File: src/rtl/tapdiv_pkg.sv
package tapdiv_pkg;

   localparam int unsigned MASK_W     = 32;
   localparam int unsigned MAX_STAGES = 32;

   // chain construction variants
   localparam int unsigned FORM_ADDER  = 0;
   localparam int unsigned FORM_TOGGLE = 1;

   // number of set bits of mask strictly below bit position upto
   function automatic int unsigned popcount_below(input logic [MASK_W-1:0] mask,
                                                  input int unsigned       upto);
      int unsigned n;
      n = 0;
      for (int unsigned i = 0; i < MASK_W; i++) begin
         if ((i < upto) && mask[i]) n++;
      end
      return n;
   endfunction

   // number of taps brought out for a chain of the given length
   function automatic int unsigned tap_count(input logic [MASK_W-1:0] mask,
                                             input int unsigned       stages);
      return popcount_below(mask, stages);
   endfunction

endpackage

File: src/rtl/tapdiv_src_gate.sv
// Stand-by gate of the clock source: the chain only sees edges while
// reset is low. Modelled as an enable, not as a gated clock.
module tapdiv_src_gate (
   input  logic rst_i,
   output logic run_o
);

   assign run_o = ~rst_i;

endmodule

File: src/rtl/tapdiv_chain.sv
// Fourteen (STAGES) binary divide-by-two stages, all clocked on the
// falling edge of clk_i; two constructions selected by CHAIN_FORM.
module tapdiv_chain
   import tapdiv_pkg::*;
#(
   parameter int unsigned STAGES     = 14,
   parameter int unsigned CHAIN_FORM = FORM_ADDER
) (
   input  logic              clk_i,
   input  logic              rst_i,
   input  logic              run_i,
   output logic [STAGES-1:0] count_o
);

   localparam logic [STAGES-1:0] STEP = {{(STAGES-1){1'b0}}, 1'b1};

   if (CHAIN_FORM == FORM_ADDER) begin : g_adder
      logic [STAGES-1:0] cnt_q;

      always_ff @(negedge clk_i or posedge rst_i) begin
         if (rst_i) begin
            cnt_q <= '0;
         end else if (run_i) begin
            cnt_q <= cnt_q + STEP;
         end
      end

      assign count_o = cnt_q;
   end else begin : g_toggle
      logic [STAGES-1:0] bit_q;
      logic [STAGES-1:0] carry_w;

      assign carry_w[0] = run_i;

      for (genvar s = 0; s < STAGES; s++) begin : g_stage
         if (s > 0) begin : g_carry
            assign carry_w[s] = carry_w[s-1] & bit_q[s-1];
         end

         always_ff @(negedge clk_i or posedge rst_i) begin
            if (rst_i) begin
               bit_q[s] <= 1'b0;
            end else if (carry_w[s]) begin
               bit_q[s] <= ~bit_q[s];
            end
         end
      end

      assign count_o = bit_q;
   end

endmodule

File: src/rtl/tapdiv_taps.sv
// Brings out the stages selected by TAP_MASK, lowest selected stage in bit 0.
module tapdiv_taps
   import tapdiv_pkg::*;
#(
   parameter int unsigned       STAGES   = 14,
   parameter logic [MASK_W-1:0] TAP_MASK = 32'h0000_3BF8,
   parameter int unsigned       NTAPS    = 10
) (
   input  logic [STAGES-1:0] count_i,
   output logic [NTAPS-1:0]  taps_o
);

   localparam logic [STAGES-1:0] KEEP = TAP_MASK[STAGES-1:0];

   for (genvar s = 0; s < STAGES; s++) begin : g_sel
      if (KEEP[s]) begin : g_tap
         assign taps_o[popcount_below(TAP_MASK, s)] = count_i[s];
      end
   end

   // stages kept internal
   logic unused_stages;
   assign unused_stages = ^(count_i & ~KEEP);

endmodule

File: src/rtl/tapdiv_decode.sv
// Compare of the count against MATCH_VAL, sampled on the rising edge so the
// staggered stage changes of the falling edge never reach the output.
module tapdiv_decode
   import tapdiv_pkg::*;
#(
   parameter int unsigned       STAGES    = 14,
   parameter bit                MATCH_EN  = 1'b1,
   parameter logic [MASK_W-1:0] MATCH_VAL = 32'd4095
) (
   input  logic              clk_i,
   input  logic              rst_i,
   input  logic [STAGES-1:0] count_i,
   output logic              match_o
);

   localparam logic [STAGES-1:0] HIT_VAL = MATCH_VAL[STAGES-1:0];

   if (MATCH_EN) begin : g_on
      logic hit_q;

      always_ff @(posedge clk_i or posedge rst_i) begin
         if (rst_i) begin
            hit_q <= 1'b0;
         end else begin
            hit_q <= (count_i == HIT_VAL);
         end
      end

      assign match_o = hit_q;
   end else begin : g_off
      logic unused_dec;
      assign unused_dec = ^{clk_i, rst_i, count_i};
      assign match_o    = 1'b0;
   end

endmodule

File: src/rtl/tapped_clock_divider.sv
module tapped_clock_divider
   import tapdiv_pkg::*;
#(
   parameter int unsigned       STAGES     = 14,
   parameter logic [MASK_W-1:0] TAP_MASK   = 32'h0000_3BF8,
   parameter int unsigned       CHAIN_FORM = FORM_ADDER,
   parameter bit                MATCH_EN   = 1'b1,
   parameter logic [MASK_W-1:0] MATCH_VAL  = 32'd4095,
   localparam int unsigned      NTAPS      = tap_count(TAP_MASK, STAGES)
) (
   input  logic             clk_i,
   input  logic             rst_i,
   output logic             clk_en_o,
   output logic [NTAPS-1:0] taps_o,
   output logic             match_o
);

   // elaboration-time parameter checks
   if (STAGES < 2 || STAGES > MAX_STAGES) begin : g_bad_stages
      $error("tapped_clock_divider: STAGES must lie in 2..32");
   end
   if ((STAGES < MASK_W) && ((TAP_MASK >> STAGES) != '0)) begin : g_bad_mask
      $error("tapped_clock_divider: TAP_MASK selects a stage beyond the chain");
   end
   if (NTAPS == 0) begin : g_no_taps
      $error("tapped_clock_divider: TAP_MASK selects no stage");
   end
   if (CHAIN_FORM != FORM_ADDER && CHAIN_FORM != FORM_TOGGLE) begin : g_bad_form
      $error("tapped_clock_divider: unknown CHAIN_FORM");
   end
   if (MATCH_EN && (STAGES < MASK_W) && ((MATCH_VAL >> STAGES) != '0)) begin : g_bad_match
      $error("tapped_clock_divider: MATCH_VAL does not fit the chain");
   end

   logic              run_w;
   logic [STAGES-1:0] count_w;

   tapdiv_src_gate u_gate (
      .rst_i (rst_i),
      .run_o (run_w)
   );

   assign clk_en_o = run_w;

   tapdiv_chain #(
      .STAGES     (STAGES),
      .CHAIN_FORM (CHAIN_FORM)
   ) u_chain (
      .clk_i   (clk_i),
      .rst_i   (rst_i),
      .run_i   (run_w),
      .count_o (count_w)
   );

   tapdiv_taps #(
      .STAGES   (STAGES),
      .TAP_MASK (TAP_MASK),
      .NTAPS    (NTAPS)
   ) u_taps (
      .count_i (count_w),
      .taps_o  (taps_o)
   );

   tapdiv_decode #(
      .STAGES    (STAGES),
      .MATCH_EN  (MATCH_EN),
      .MATCH_VAL (MATCH_VAL)
   ) u_dec (
      .clk_i   (clk_i),
      .rst_i   (rst_i),
      .count_i (count_w),
      .match_o (match_o)
   );

endmodule

File: config.mk
export PLATFORM = sky130hd
export DESIGN_NAME = tapped_clock_divider
export DESIGN_NICKNAME = d
export VERILOG_FILES = /design/src/rtl/tapdiv_pkg.sv /design/src/rtl/tapdiv_src_gate.sv /design/src/rtl/tapdiv_chain.sv /design/src/rtl/tapdiv_taps.sv /design/src/rtl/tapdiv_decode.sv /design/src/rtl/tapped_clock_divider.sv
export SDC_FILE = /design/constraint.sdc
export NUM_CORES = 1
export LEC_CHECK = 0
export BUFFER_PORTS_ARGS = -buffer_cell sky130_fd_sc_hd__clkbuf_2
export CORE_MARGIN = 5
export CORE_UTILIZATION = 53
export DETAILED_ROUTE_END_ITERATION = 16
export GPL_ROUTABILITY_DRIVEN = 0
export PLACE_DENSITY = 0.83
export SLEW_MARGIN = 20
export SYNTH_ARGS = -nofsm -noshare
export SYNTH_HDL_FRONTEND = slang
export SYNTH_HIERARCHICAL = 1
export SYNTH_SLANG_ARGS = --single-unit
File: constraint.sdc
create_clock -name clk_i -period 1.9 [get_ports clk_i]
set_clock_uncertainty 0.15 [all_clocks]
set_input_delay 0 -clock clk_i [delete_from_list [all_inputs] [get_ports clk_i]]
set_output_delay 0 -clock clk_i [all_outputs]
set_load 0.02 [all_outputs]
Word-level counts from Yosys, hierarchy flattened
Cells that the tools add are included.
- register bits after elaboration: 15
- latch bits: 0
- RAM bits: 0
- bits in read-only memories: 0
- logic and storage cells: 5
- memories kept: 0
- $add $sub $neg: 1
- multipliers: 0
- divide/modulo/power cells: 0
- magnitude comparators: 0
- equality and inequality tests: 1
- shift operators: 0
- mux-type cells: 0
- bitwise gates (word level): 1
- reductions and logical operators: 0
- operator list (kind ; number):
    14-bit by 1-bit adder with 14-bit output, second input constant ; 1
    14-bit by 12-bit equality test with 1-bit output, second input constant ; 1
    1-bit NOT ; 1

Logic depth before layout (Yosys ltp)
- depth after elaboration: 1
- depth in mapped cells: 5

Modules after synthesis
Netlist, hierarchy kept.
- by module, submodules not included (module ; instances ; cells an instance ; area each (sq um)):
    tapdiv_chain ; 1 ; 54 ; 671.9
    tapdiv_taps ; 1 ; 10 ; 75.1
    tapdiv_decode ; 1 ; 7 ; 68.8
    tapdiv_src_gate ; 1 ; 1 ; 3.8

==> results.md <==
* Drt total wl at 2.49 mm
* Sequential fraction of the synthesis area at 45.8%
* Largest family of logic cells by synthesized area: simple AND/OR/NAND/NOR gates
* DR iter-0 viols at 16
* Via density at 5.45
* CP Capture Type: flop
* Distinct cells, synth at 20
* Post-Synth XOR/XNOR Area at 13.9%
* Clock Latency Late Sink at 0.29 ns
* WP data arrival at between 2 and 2.5 ns
* Sink Count at 15
* Power density cells at 1140 nW/um2
* Clk buf depth at 2
* Post-Synthesis Cells at 72
* Worst slew pin tran at 0.384 ns
* Wire per inst at between 15 and 20 um
* CTS tree: done
* Synth Area in Compound Gates at 0%
* ANT cells at 0
* Reg-to-reg slack, setup at -0.26 ns
* Yosys warning count at 6
* Slew Viols, Final at 0
* Core Box Area at 1490 um2
* Hold depth at 4
* Die ar. at 2430 um2
* Initial core utilization at a little under three fifths
* Largest net degree at the start of global routing at 15
* Min-delay worst type: in2out
* Initial antenna violation count at 0
* Max-cap violations at 0
* Slowest cell delay on critical path at roughly 0.38 ns
* Die W at 49.3 um
* Hpwl dp at 1.23 mm
* Critical path buffers and inverters at 1
* Worst endpoint required time at slightly below 2 ns
* Vias at ~710
* H-tree Lvls at 1
* Post-Synth Simple-Gate Area at 25.3%
* Run status: complete, but fails checks
* CP Max Fanout at 2
* Global-route wire length before repair at 3.71 mm
* Remaining global-route overflow at 0
* TritonRoute pass-1 iters at 5
* Setup WS pre-CTS at -0.153 ns
* Hold EP: clk_en_o
* Final setup margin at -0.259 ns
* Die H at just under 50 um
* Post-synthesis mux area share at 1.37%
* Max_slew headroom at between 70% and 80%
* Worst Reg-to-Reg Cells at 3
* Vias in the first global route at approximately 730
* Final Setup Violations at 11
* Fin Setup TNS at -1.71 ns
* Clk slew on worst S/H paths at roughly 0.090 ns
* Violated checks: negative setup slack
* Root buf cell: clkbuf_4
* RSZ-0062 raised after global routing: yes
* DR DRC count at 0
* IO buf count at 13
* # nets final at approximately 120
* Worst VDD drop at between 1 and 1.5 mV
* TritonCTS Buffers at 3
* Delay-heaviest family, CP: simple AND/OR/NAND/NOR gates
* Hold Path Origin: rst_i
* Cell Area, Synth at around 820 um2
* WS Path Type: reg2reg
* Avg Cell Area, Syn at between 10 and 15 um2
* Synth Register Bits at 15
* Share of layout cells above drive strength 1 at 52.2%
* Leakage at 0.651 nW
* Slowest cell on crit path: dfrtn_1
* R2R Path Start: u_chain/count_o[12]
* Post-Synth Adder-Cell Area at around 1.5%
* Final core utilization at 85.9%
* Worst setup SP type: flop
* Crit-path cells: buf_4 > nand4bb_1 > nor4_2
* Final hold viol count at 0
* Power, Total at 0.00146 W
* Area grow syn2layout at 56.0%
* I/O pin count at 14
* # rows at 14
* Post-route ant nets at 0
* Worst reg2reg path endpoint: u_dec/match_o
* Net Count, Synth at 75
* Gr usage total at 21.3%
## logic make-up (layout without fill, tap and decap cells)
logic type,count (synthesis),in the layout
XOR/XNOR,13,13
adder cells (fa/ha/maj),1,1
buffers and inverters,16,59
flip-flops,15,15
multiplexers,1,1
AND/OR/NAND/NOR,26,26
## what timing repair did
action | CTS | global route
endpoints found under the setup margin | 11 | 11
gates resized for setup | 29 | 12
hold buffers | 2 | 0
endpoints found under the hold margin | 1 | 0
pin swaps | 2 | 1
buffers inserted | 15 | 3
## cells in the final DEF, fill, tap and decap left out, types with 2 or more instances in the layout
cell type and count:
nand2_1 6, xor2_1 8, nand4_1 4, nand3_1 2, buf_8 10, dlygate4sd3_1 2, nor4_2 2, dfrtn_1 14
buf_6 11, inv_1 4, clkbuf_4 3, clkbuf_2 3, nor4_4 2, buf_4 24, nor2_1 2, xnor2_1 5
nor3_1 4
## cell type report
| cell class | count | area (um2) |
|---|---|---|
| clock buffer | 4 | 26.3 |
| inverter | 5 | 22.5 |
| multi-input combinational | 41 | 345 |
| tap | 16 | 20.0 |
| timing repair buffer | 50 | 489 |
| fill | 67 | 210 |
| sequential | 15 | 375 |
## sequential cells by signal, indices dropped and copies added (netlist names)
| name | flops |
|---|---|
| u_dec/match_o | 1 |
| u_chain/count_o | 14 |
## worst reg2reg max path, cell delays in order (launching register included)
cell and delay, ns:
dfrtn_1 0.38, buf_4 0.14, nand4bb_1 0.21, nor4_2 0.24
## worst max-delay path by stage
stage                                   start                  end  cells after the start
after floorplan                         rst_i  u_chain/count_o[11]                      5
after global routing      u_chain/count_o[12]        u_dec/match_o                      3
after global placement                  rst_i   u_chain/count_o[5]                      6
after CTS                  u_chain/count_o[4]            taps_o[1]                      2
after detailed placement                rst_i  u_chain/count_o[13]                      6
final                     u_chain/count_o[12]        u_dec/match_o                      3
## cells in the mapped netlist
cell type / count / area share (%)
nor2_1: 2 / 0.92
xor2_1: 8 / 8.5
nor3_1: 4 / 2.4
buf_2: 1 / 0.61
ha_1: 1 / 1.5
dfrtp_1: 1 / 3.1
nand3_1: 2 / 1.2
xnor2_1: 5 / 5.3
nor4_4: 2 / 5.2
nand3_2: 1 / 1.2
inv_1: 5 / 2.3
nand4bb_1: 1 / 1.4
nand2_1: 6 / 2.7
buf_4: 10 / 9.2
nand4_2: 1 / 1.5
nand4_1: 4 / 3.1
mux2_2: 1 / 1.4
nor4_2: 2 / 3.1
nand4_4: 1 / 2.6
dfrtn_1: 14 / 43
## stage by stage
stage,hold WS [ns],cell area (um2),cells
2_1_floorplan,-0.421,830,72
3_3_place_gp,-0.286,956,107
3_5_place_dp,-0.277,956,107
4_1_cts,0.361,1240,128
5_1_grt,0.414,1280,131
6_report,0.366,1280,131
## per-layer routing
layer / wire length, um / up-vias / track usage (%)
met4: 109 / 0 / 14.8
met5: 0 / - / 0
met2: 1310 / 25 / 34.3
met1: 974 / 354 / 24.1
li1: - / 323 / -
met3: 103 / 12 / 5.20
## power by group
group / switching (W) / leakage, nW / internal, W / total (W)
Combinational: 0.000379 / 0.449 / 0.000433 / 0.000812
Sequential: 0.0000575 / 0.187 / 0.000406 / 0.000463
Clock: 0.000104 / 0.0150 / 0.0000816 / 0.000186
Power figures use the tool's default switching activity.
